<file path="config.mk">
export PLATFORM = sky130hd
export DESIGN_NAME = vidcmd_decoder
export DESIGN_NICKNAME = d
export VERILOG_FILES = /design/src/rtl/vidcmd_pkg.sv /design/src/rtl/vidcmd_ctrl.sv /design/src/rtl/vidcmd_regs.sv /design/src/rtl/vidcmd_decoder.sv
export SDC_FILE = /design/constraint.sdc
export NUM_CORES = 1
export LEC_CHECK = 0
export BUFFER_PORTS_ARGS = -buffer_cell sky130_fd_sc_hd__buf_2
export CAP_MARGIN = 20
export CORE_AREA = 2 2 234 236
export CTS_BUF_LIST = sky130_fd_sc_hd__clkbuf_8 sky130_fd_sc_hd__clkbuf_16
export CTS_CLUSTER_DIAMETER = 30
export CTS_CLUSTER_SIZE = 10
export DETAILED_ROUTE_END_ITERATION = 7
export DIE_AREA = 0 0 236 238
export PLACE_DENSITY = 0.72
export RECOVER_POWER = 50
export SYNTH_ARGS = -nofsm -noshare
export SYNTH_HDL_FRONTEND = slang
export SYNTH_SLANG_ARGS = --single-unit
</file>
<file path="constraint.sdc">
create_clock -name clk -period 5.51 [get_ports clk]
set_input_delay 0.551 -clock clk [delete_from_list [all_inputs] [get_ports clk]]
set_output_delay 0.551 -clock clk [all_outputs]
set_load 0.02 [all_outputs]
</file>
<file path="src/rtl/vidcmd_pkg.sv">
package vidcmd_pkg;
  localparam logic [7:0] PREFIX_BYTE = 8'hAF;
  localparam logic [7:0] OP_REGWR    = 8'h20;
  localparam logic [7:0] OP_COPY     = 8'h6A;
  localparam logic [7:0] LOCK_ADDR   = 8'hFF;
  localparam logic [7:0] LOCK_VAL    = 8'h00;
  localparam logic [7:0] UNLOCK_VAL  = 8'hFF;
  localparam int COPY_BODY = 7;   // bytes after opcode

  localparam int ADDR_DEPTH  = 8'h00;
  localparam int ADDR_WORD0  = 8'h01;
  localparam int ADDR_BLANK  = 8'h1F;
  localparam int ADDR_PCLK   = 8'h1B;
  localparam int ADDR_BASE16 = 8'h20;
  localparam int ADDR_BASE8  = 8'h26;

  typedef enum logic [2:0] {
    S_PREFIX, S_OPCODE, S_ADDR, S_VALUE, S_COPY
  } parse_state_t;

  typedef struct packed {
    logic       wr;
    logic [7:0] addr;
    logic [7:0] data;
    logic       lock;
    logic       commit;
    logic       shift;
    logic       fire;
  } strobe_t;
endpackage

</file>
<file path="src/rtl/vidcmd_ctrl.sv">
module vidcmd_ctrl
  import vidcmd_pkg::*;
(
  input  logic       clk,
  input  logic       rstN,
  input  logic       inValid,
  input  logic [7:0] inData,
  output strobe_t    st,
  output logic       protoErr
);
  localparam int CW = $clog2(COPY_BODY);
  localparam logic [CW-1:0] LAST = CW'(COPY_BODY - 1);

  parse_state_t stateQ, stateN;
  logic [7:0]   addrQ, addrN;
  logic [CW-1:0] cntQ, cntN;
  logic         errQ, errN;

  always_comb begin
    stateN = stateQ;
    addrN  = addrQ;
    cntN   = cntQ;
    errN   = errQ;
    st     = '0;
    st.addr = addrQ;
    st.data = inData;
    if (inValid) begin
      unique case (stateQ)
        S_PREFIX: begin
          if (inData == PREFIX_BYTE) stateN = S_OPCODE;
          else errN = 1'b1;
        end
        S_OPCODE: begin
          if (inData == OP_REGWR) begin
            stateN = S_ADDR;
          end else if (inData == OP_COPY) begin
            stateN = S_COPY;
            cntN   = '0;
          end else begin
            errN   = 1'b1;
            stateN = S_PREFIX;
          end
        end
        S_ADDR: begin
          addrN  = inData;
          stateN = S_VALUE;
        end
        S_VALUE: begin
          if (addrQ == LOCK_ADDR) begin
            st.lock   = (inData == LOCK_VAL);
            st.commit = (inData == UNLOCK_VAL);
          end else begin
            st.wr = 1'b1;
          end
          stateN = S_PREFIX;
        end
        S_COPY: begin
          if (cntQ == LAST) begin
            st.fire = 1'b1;
            stateN  = S_PREFIX;
          end else begin
            st.shift = 1'b1;
            cntN     = cntQ + 1'b1;
          end
        end
        default: stateN = S_PREFIX;
      endcase
    end
  end

  always_ff @(posedge clk) begin
    if (!rstN) begin
      stateQ <= S_PREFIX;
      addrQ  <= '0;
      cntQ   <= '0;
      errQ   <= 1'b0;
    end else begin
      stateQ <= stateN;
      addrQ  <= addrN;
      cntQ   <= cntN;
      errQ   <= errN;
    end
  end

  assign protoErr = errQ;
endmodule

</file>
<file path="src/rtl/vidcmd_regs.sv">
module vidcmd_regs
  import vidcmd_pkg::*;
#(
  parameter int NREG = 48
) (
  input  logic                 clk,
  input  logic                 rstN,
  input  strobe_t              st,
  output logic [NREG-1:0][7:0] regsOut,
  output logic                 locked,
  output logic                 copyValid,
  output logic [23:0]          copySrc,
  output logic [7:0]           copyCount,
  output logic [23:0]          copyDst
);
  localparam int SHW = 8 * (COPY_BODY - 1);

  logic [7:0] shadowQ [NREG];
  logic [7:0] activeQ [NREG];
  logic       lockQ;
  logic [SHW-1:0] copyShQ;

  for (genvar i = 0; i < NREG; i++) begin : g_reg
    localparam logic [7:0] MYADDR = 8'(i);
    always_ff @(posedge clk) begin
      if (!rstN) begin
        shadowQ[i] <= '0;
        activeQ[i] <= '0;
      end else if (st.commit) begin
        activeQ[i] <= shadowQ[i];
      end else if (st.wr && st.addr == MYADDR) begin
        shadowQ[i] <= st.data;
        if (!lockQ) activeQ[i] <= st.data;
      end
    end
    assign regsOut[i] = activeQ[i];
  end

  always_ff @(posedge clk) begin
    if (!rstN) lockQ <= 1'b0;
    else if (st.commit) lockQ <= 1'b0;
    else if (st.lock) lockQ <= 1'b1;
  end

  always_ff @(posedge clk) begin
    if (!rstN) begin
      copyShQ   <= '0;
      copyValid <= 1'b0;
      copySrc   <= '0;
      copyCount <= '0;
      copyDst   <= '0;
    end else begin
      copyValid <= st.fire;
      if (st.shift) copyShQ <= {copyShQ[SHW-9:0], st.data};
      if (st.fire) begin
        copySrc   <= copyShQ[47:24];
        copyCount <= copyShQ[23:16];
        copyDst   <= {copyShQ[15:0], st.data};
      end
    end
  end

  assign locked = lockQ;
endmodule

</file>
<file path="src/rtl/vidcmd_decoder.sv">
module vidcmd_decoder
  import vidcmd_pkg::*;
#(
  parameter int NREG   = 48,
  parameter int NWORDS = 12
) (
  input  logic                   clk,
  input  logic                   rstN,
  input  logic                   inValid,
  input  logic [7:0]             inData,
  output logic                   inReady,
  output logic                   locked,
  output logic                   protoErr,
  output logic [7:0]             depthSel,
  output logic [7:0]             blankMode,
  output logic [23:0]            base16,
  output logic [23:0]            base8,
  output logic [NWORDS-1:0][15:0] timingWords,
  output logic [15:0]            pixClk,
  output logic                   copyValid,
  output logic [23:0]            copySrc,
  output logic [7:0]             copyCount,
  output logic [23:0]            copyDst
);
  strobe_t st;
  logic [NREG-1:0][7:0] regs;

  vidcmd_ctrl i_ctrl (
    .clk(clk), .rstN(rstN), .inValid(inValid), .inData(inData),
    .st(st), .protoErr(protoErr)
  );

  vidcmd_regs #(.NREG(NREG)) i_regs (
    .clk(clk), .rstN(rstN), .st(st), .regsOut(regs), .locked(locked),
    .copyValid(copyValid), .copySrc(copySrc), .copyCount(copyCount),
    .copyDst(copyDst)
  );

  assign inReady   = 1'b1;
  assign depthSel  = regs[ADDR_DEPTH];
  assign blankMode = regs[ADDR_BLANK];
  assign base16    = {regs[ADDR_BASE16], regs[ADDR_BASE16+1], regs[ADDR_BASE16+2]};
  assign base8     = {regs[ADDR_BASE8], regs[ADDR_BASE8+1], regs[ADDR_BASE8+2]};
  assign pixClk    = {regs[ADDR_PCLK+1], regs[ADDR_PCLK]};

  for (genvar k = 0; k < NWORDS; k++) begin : g_word
    assign timingWords[k] = {regs[ADDR_WORD0+2*k], regs[ADDR_WORD0+2*k+1]};
  end

  logic unusedRegBits;
  assign unusedRegBits = ^regs;
endmodule

</file>
* Word level (Yosys, flattened, before mapping)
Memory sizes are Yosys's and may differ from the RTL's.
Cells that the tools add are included.
** Word-level totals
- Input bits :: 11
- Output and inout bits :: 332
- Memories kept :: 2
- Bits in writable memories :: 768
- Logic and storage cells :: 835
- Register bits :: 121
** Memories
- i_regs.activeQ :: depth 48, bits a word 8, read ports 34, clocked after Yosys merged registers in 0, write ports 48, RTL line vidcmd_regs.sv:19 : logic [7:0] activeQ [NREG];
- i_regs.shadowQ :: depth 48, bits a word 8, read ports 48, clocked after Yosys merged registers in 0, write ports 48, RTL line vidcmd_regs.sv:18 : logic [7:0] shadowQ [NREG];
** Operators by class
- Bitwise logic cells :: 145
- Add/subtract/negate cells :: 1
- Eq/ne operators :: 64
- Mux-type cells :: 555
- Reductions and logical operators :: 58
** Operator list (number)
- $mux 8 :: 144
- $mux 1 :: 397
- $or 1x1->1 :: 144
- $eq 8x6->1 const B :: 17
- $eq 8x5->1 const B :: 16
- $eq 8x4->1 const B :: 8
- $logic_and 1x1->1 :: 48
- $eq 8x3->1 const B :: 4
- $eq 8x8->1 const B :: 3
- $mux 3 :: 7
- $eq 8x2->1 const B :: 2
- $logic_not 8->1 :: 2
- $pmux 3 s4 :: 1
- $reduce_and 5->1 :: 2
- $eq 8x1->1 const B :: 1
- $eq 8x7->1 const B :: 1
- $ne 2x2->1 const B :: 4
- $eq 3x2->1 const B :: 2
- $eq 3x3->1 const B :: 2
- $mux 2 :: 3
- $ne 2x1->1 const B :: 3
- $pmux 3 s2 :: 1
- $mux 4 :: 1
- $reduce_bool 2->1 :: 2
- other kinds (8) :: 8

* Logic depth before layout (Yosys ltp)
Gate-level depths: netlist (run 1).
- Word-level depth :: 10
- Mapped depth :: 8
- Gate-level depth less buffers :: 6

* Hierarchy
Synthesis (run 1) repeated with hierarchy kept, for this count alone.
** Second synthesis, totals
- Cell total of the unflattened synthesis :: 2794
- Area, all modules :: 35066.1 um^2
** Modules (own cells, without submodules)
- vidcmd_regs :: area an instance 34081.4 um^2, cells each 2689, times used 1
- vidcmd_ctrl :: area an instance 973.4 um^2, cells each 103, times used 1
- vidcmd_decoder :: area an instance 11.3 um^2, cells each 2, times used 1

* Worst setup path after synthesis (run 1)
OpenSTA, ideal clock, no wires.
- Kind :: in2reg
- From :: input port inValid
- To :: memory i_regs.activeQ[2][0] (enable)
- Buffers on the path :: 1
- Library setup time :: 0.384 ns
- Data arrival time :: 2.292 ns
- Slack :: 2.834 ns
- Cell stages on the path :: 4
- Cell sequence :: buf_2 > nand4b_2 > or4_4 > o21ai_0
** RTL lines
- from (decl) :: RTL line vidcmd_decoder.sv:9 : input logic inValid,
- to (decl) :: RTL line vidcmd_regs.sv:19

==> results.tsv, run 1 <==
metric	value	unit
numCtsBuffers	119	
arrival	4.89	ns
synth-seq-cells	665	
cts_setup_buffers	0	
setup_viol_count_final	0	
grt_pass1_wl	109000	um
multiInputGateArea	7000	um^2
grt_pass1_vias	18000	
yosysSeqAreaShare	70.5	%
synth_top_area_share	61.4	%
hold_viol_final	0	
syn_to_final_growth	23.0	%
worst_pin_slew	3.09	ns
vdd_drop_max	294	uV
synth_edf_count	544	
cp_max_fo	49	
fin_setup_tns	0	ns
hold_depth	3	
hold_path.class	primary input to flop	
cp_slowest_cell	clkbuf_1	
drive_gt1_share	11.3	%
hold_start	inValid	
cp_common_cell	clkbuf_1	
hold_slack	0.346	ns
port_buffers	341	
synth_top_family_by_area	simple AND/OR/NAND/NOR gates	
syn_area	26600	um^2
fillers	4127	
final_cell_area	32700	um^2
syn_avg_cell_area	13.3	um^2
core_area	53500	um^2
fin_crit	4.42	ns
path_cells	clkbuf_1, clkbuf_1, nand2b_1, buf_4, o2bb2ai_1	
r2r_start	i_ctrl.addrQ[0]	
vias	18600	
synth.area.top_cells	edfxtp_1 (61%), dfxtp_1 (9.1%), and3_1 (5.4%), o2bb2ai_1 (4.9%), nand2_1 (3.5%)	
synthMuxAreaShare	0.339	%
cp-end-kind	flop	
antenna_found_initial	6	
powerDensity	412	nW/um^2
min_to	i_ctrl.stateQ[0]	
syn_nets	2009	
critPathLaunchType	primary input	
status	finished with violations	
synthCells	1996	
dr.first_iter.drc_count	2011	
grt_overflow	0	
nets	2356	
postSynth.asyncResetShare	0	%
htree_num_levels	3	
io_pins	343	
dr.pass1.iters	5	
seq_area	18800	um^2
wl_per_cell	23.9	um
rows	85	
postRouteAntennaNets	0	
synth-xor-area-share	0	%
clock_sinks	665	
clkTransAtPathRegs	0.05	ns
regToRegSetupSlack	1.31	ns
rsz0062_at_grt	no	
place_inst	2876	
die_h	238	um
cts.root.buffer_cell	clkbuf_16	
fin_skew	0.0290	ns
drc	0	
drt_wl_total	75000	um
final_core_util	61.2	%
maxSlewViolCount	158	
maxSlewHeadroom	-106	%
r2r_cells	5	
ctsLongestPathBuffers	3	
hpwl	45600	um
netlist-cell-type-count	54	
routabilityCongestion	0.824	
rr_endpoint	i_regs.activeQ[17][6]	
final_cells	3142	
crit_type	primary input to flop	
synth-compound-area-share	12.9	%
crit_buf_inv	3	
routed_via_density	5.91	
yosys_warnings	0	
cp_data_required_time	5.98	ns
track_usage	25.9	%
clk_latency	0.67	ns
initial_core_util	49.7	%
slowest_delay	2.23	ns
synth-simple-area-share	13.0	%
fp.dieArea	56200	um^2
p_leak	11.8	nW
grt_max_degree	145	
path_delay_family	buffers and inverters	
final.period_utilization	80.2	%
post_dp_cell_area	28800	um^2
synthAdderAreaFrac	0.0940	%
fmax	226	MHz
insertedDiodeCount	0	
yosysTopAreaCell	edfxtp_1	
post_cts_resized	0	
violations	max-capacitance violations, max-slew violations	
synthFlopType	edfxtp_1	
cts_tree	done	
maxCapViolCount	3	
cts_hold_buf	0	
chipWidth	236	um
## cell usage in the layout (no fill, tap or decap), types with 14 or more instances in the layout
cell,count
a32o_1,29
nand2b_1,15
a21oi_1,106
edfxtp_1,544
o2bb2ai_1,150
clkinv_2,14
nor2b_1,22
and2_1,46
nor2_1,29
clkbuf_1,363
o21ai_0,57
inv_1,25
a22o_1,95
dfxtp_1,120
nand2_1,248
and3_1,231
clkbuf_16,126
buf_4,31
buf_2,29
## worst max path at each step
stage	startpoint	slack, ns	depth (start not counted)	end
floorplan	inValid	2.83	4	i_regs.activeQ[2][0]
global placement	rstN	1.75	4	i_regs.activeQ[16][3]
detailed placement	rstN	1.58	4	i_regs.activeQ[28][5]
CTS	i_ctrl.stateQ[0]	1.89	4	i_regs.activeQ[19][4]
global route	i_ctrl.addrQ[0]	1.03	5	i_regs.activeQ[17][6]
finish	inData[4]	1.09	5	i_regs.activeQ[19][4]
## logic make-up after synthesis
family / Yosys count
flip-flops: 665
AND/OR/NAND/NOR: 648
AO/OA/AOI/OAI: 459
buffers and inverters: 212
adder cells (fa/ha/maj): 2
multiplexers: 9
other: 1
## layout make-up
| class | instances | area share [%] |
|---|---|---|
| clock buffers | 134 | 9.97 |
| clock inverters | 90 | 2.61 |
| inverters | 2 | 0.0268 |
| multi-input cells | 1119 | 21.4 |
| flip-flops and latches | 665 | 57.3 |
| well taps | 696 | 2.66 |
| repair buffers | 436 | 6.02 |
## per-stage QoR
step                      worst slack (ns)  total power, mW
final                                 1.09             13.5
after global routing                  1.03             13.8
after CTS                             1.89             13.6
after detailed placement              1.58             6.30
after global placement                1.75             6.28
after floorplan                       2.83             6.04
## metal layers
metal | track usage [%] | part of all wire [%]
met2 | 42.9 | 49
met5 | 0 | 0.049
met1 | 31.4 | 36
met4 | 12.0 | 3.8
met3 | 7.64 | 11
## power by group
part / internal [mW] / leakage [nW] / switching, mW
Clock: 4.83 / 2.08 / 2.47
Sequential: 5.62 / 6.23 / 0.0820
Combinational: 0.0829 / 3.52 / 0.410
Total: 10.5 / 11.8 / 2.96
## sequential cells by signal (all words and copies together), names as in the netlist
| signal | cells |
|---|---|
| i_regs.copyValid | 1 |
| i_ctrl.protoErr | 1 |
| i_regs.activeQ | 272 |
| i_regs.copySrc | 24 |
| i_ctrl.stateQ | 3 |
| i_regs.shadowQ | 272 |
| i_ctrl.addrQ | 8 |
| i_regs.locked | 1 |
| i_regs.copyCount | 8 |
| i_ctrl.cntQ | 3 |
| i_regs.copyDst | 24 |
| i_regs.copyShQ | 48 |
## worst reg2reg max path: stages (launching register included)
cell and delay (ns):
dfxtp_1 0.59, nand2b_1 0.27, nor3_1 1.01, clkbuf_1 0.65, nand2_1 0.40, o21ai_0 0.91
## Yosys cell counts (2+ instances only)
library cell	count
edfxtp_1	544
nand2_1	248
and3_1	231
o2bb2ai_1	150
clkbuf_1	149
dfxtp_1	121
a21oi_1	106
a22o_1	95
o21ai_0	57
and2_1	49
buf_2	43
a32o_1	29
nor2_1	29
nor2b_1	22
buf_1	17
nand2b_1	15
o31ai_1	10
mux2i_1	9
nor3_1	9
nand3_1	6
nand4_1	5
nor4_1	5
nand3b_1	3
nor3_2	3
o41ai_1	3
a31oi_1	2
ha_1	2
inv_1	2
nand4b_1	2
nor2_4	2
nor3b_1	2
nor4_4	2
nor4b_1	2
o21a_1	2
(Power assumes the default switching activity.)
==> run 2, diff against run 1 <==
Settings changed: ABC_AREA from default to 1, CORE_AREA 2 2 234 236 to 2 2 236 238, DIE_AREA 0 0 236 238 to 0 0 238 240, PLACE_DENSITY 0.72 to 0.74.
Clock period 5.51 ns to 4 ns, I/O delays scaled along.
==> results.tsv, run 2 <==
metric	value	unit
maxSlewHeadroom	-40.1	%
cp_data_required_time	4.31	ns
fillers	4455	
largest_registers	i_regs.activeQ x272, i_regs.shadowQ x272, i_regs.copyShQ x48	
yosysMostFrequentCell	nand2_1	
die_h	240	um
rows	86	
synth-seq-cells	665	
hpwl	45500	um
synth_edf_count	544	
dr.pass1.iters	6	
place_inst	3475	
numCtsBuffers	119	
routed_via_density	5.54	
status	finished with violations	
yosysTopAreaCell	edfxtp_1	
cp-end-kind	flop	
cts_setup_buffers	0	
syn_to_final_growth	22.0	%
dr.first_iter.drc_count	2364	
cts.root.buffer_cell	clkbuf_16	
grt_pass1_wl	113000	um
wl_per_cell	20.3	um
ctsLongestPathBuffers	3	
cts_hold_buf	0	
syn_avg_cell_area	10.6	um^2
clk_latency	0.68	ns
hold_viol_final	0	
grt_overflow	0	
setup_viol_count_final	0	
synth_top_area_share	60.7	%
regToRegSetupSlack	0.69	ns
powerDensity	573	nW/um^2
final_common_cell	nand2_1	
postRouteAntennaNets	0	
synthCells	2549	
final_cells	3706	
cp_max_fo	35	
routabilityCongestion	0.862	
hold_path.class	primary input to flop	
fp.dieArea	57100	um^2
syn_nets	2562	
initial_core_util	49.3	%
rr_endpoint	i_regs.activeQ[15][1]	
netlist-cell-type-count	26	
insertedDiodeCount	0	
critPathLaunchType	primary input	
track_usage	26.0	%
finalPower	18.8	mW
violations	max-capacitance violations, max-slew violations	
io_pins	343	
fin_crit	3.47	ns
cts_tree	done	
postSynth.asyncResetShare	0	%
grt_pass1_vias	20000	
synth_commonest_cells	nand2_1 (666), edfxtp_1 (544), nor2_1 (364)	
final.period_utilization	86.6	%
arrival	3.77	ns
r2r_start	i_ctrl.addrQ[1]	
final_cell_mix	nand2_1 (677), edfxtp_1 (544), nor2_1 (378)	
synthFlopType	edfxtp_1	
clock_sinks	665	
drive_gt1_share	9.86	%
p_leak	12.8	nW
drc	0	
drt_wl_total	75300	um
hold_depth	4	
grt_max_degree	201	
chipWidth	238	um
nets	2911	
r2r_cells	10	
antenna_found_initial	1	
fmax	289	MHz
port_buffers	341	
crit_start	inData[6]	
fin_setup_tns	0	ns
yosys_warnings	0	
syn_area	26900	um^2
yosysSeqAreaShare	69.7	%
core_area	54700	um^2
vdd_drop_max	429	uV
maxCapViolCount	3	
post_cts_resized	0	
endpoint	i_regs.activeQ[23][6]	
maxSlewViolCount	111	
hold_slack	0.183	ns
clkTransAtPathRegs	0.05	ns
vias	20500	
htree_num_levels	3	
fin_skew	0.0239	ns
synth.area.top_cells	edfxtp_1 (61%), nand2_1 (9.3%), dfxtp_1 (9.0%), nor2_1 (5.1%), o21ai_0 (3.5%)	
worst_pin_slew	2.10	ns
rsz0062_at_grt	no	
crit_type	primary input to flop	
run 2: routing by layer:
layer / GRT usage [%] / vias up / routed length, um / part of all wire, %
met5: 0 / - / 16 / 0.021
met4: 12.9 / 2 / 2920 / 3.9
met3: 6.17 / 217 / 8270 / 11
met2: 42.8 / 1224 / 36400 / 48
met1: 32.3 / 9765 / 27600 / 37
li1: - / 9320 / - / -
run 2: final cells by class:
class	instances	area, um^2	share of cell area [%]
sequential	665	18800	57.1
tap	704	881	2.68
clock inverter	103	1160	3.53
multi-input combinational	1589	6830	20.8
clock buffer	122	3030	9.22
inverter	128	485	1.48
timing repair buffer	395	1710	5.20
run 2: cells by family after synthesis:
group                    count (synthesis)  share of synthesized area, %
XOR/XNOR                                 1                        0.0325
adder cells (fa/ha/maj)                  2                        0.0929
other                                    1                        0.0139
AND/OR/NAND/NOR                       1285                          20.1
buffers and inverters                  295                          4.53
flip-flops                             665                          69.7
AO/OA/AOI/OAI                          300                          5.58
run 2: how the worst min path moves through the flow:
stage,start,to,slack (ns)
floorplan,i_regs.copyShQ[40],i_regs.copyShQ[40],0.43
global placement,i_ctrl.protoErr,i_ctrl.protoErr,0.44
detailed placement,i_ctrl.protoErr,i_ctrl.protoErr,0.45
CTS,inValid,i_ctrl.stateQ[1],0.12
global route,inValid,i_ctrl.stateQ[1],0.14
finish,inValid,i_ctrl.stateQ[1],0.18
run 2: power breakdown:
group / switching (mW) / internal, mW
sequential: 0.114 / 7.76
combinational: 0.580 / 0.102
clock: 3.57 / 6.71
total: 4.27 / 14.6
run 2: worst max-delay path, stage by stage:
cell            delay (ns)
buf_2                 0.34
inv_1                 0.89
dlymetal6s4s_1        1.70
o21ai_0               0.40
run 2: metrics by stage:
stage / instance area (um^2) / util [%] / setup WS, ns
after floorplan: 26900 / - / 1.67
after global placement: 29200 / 53.4 / 1.03
after detailed placement: 29200 / 53.4 / 0.952
after CTS: 33400 / 61.1 / 1.06
after global routing: 32900 / 60.1 / 0.413
final: 32900 / 60.1 / 0.535
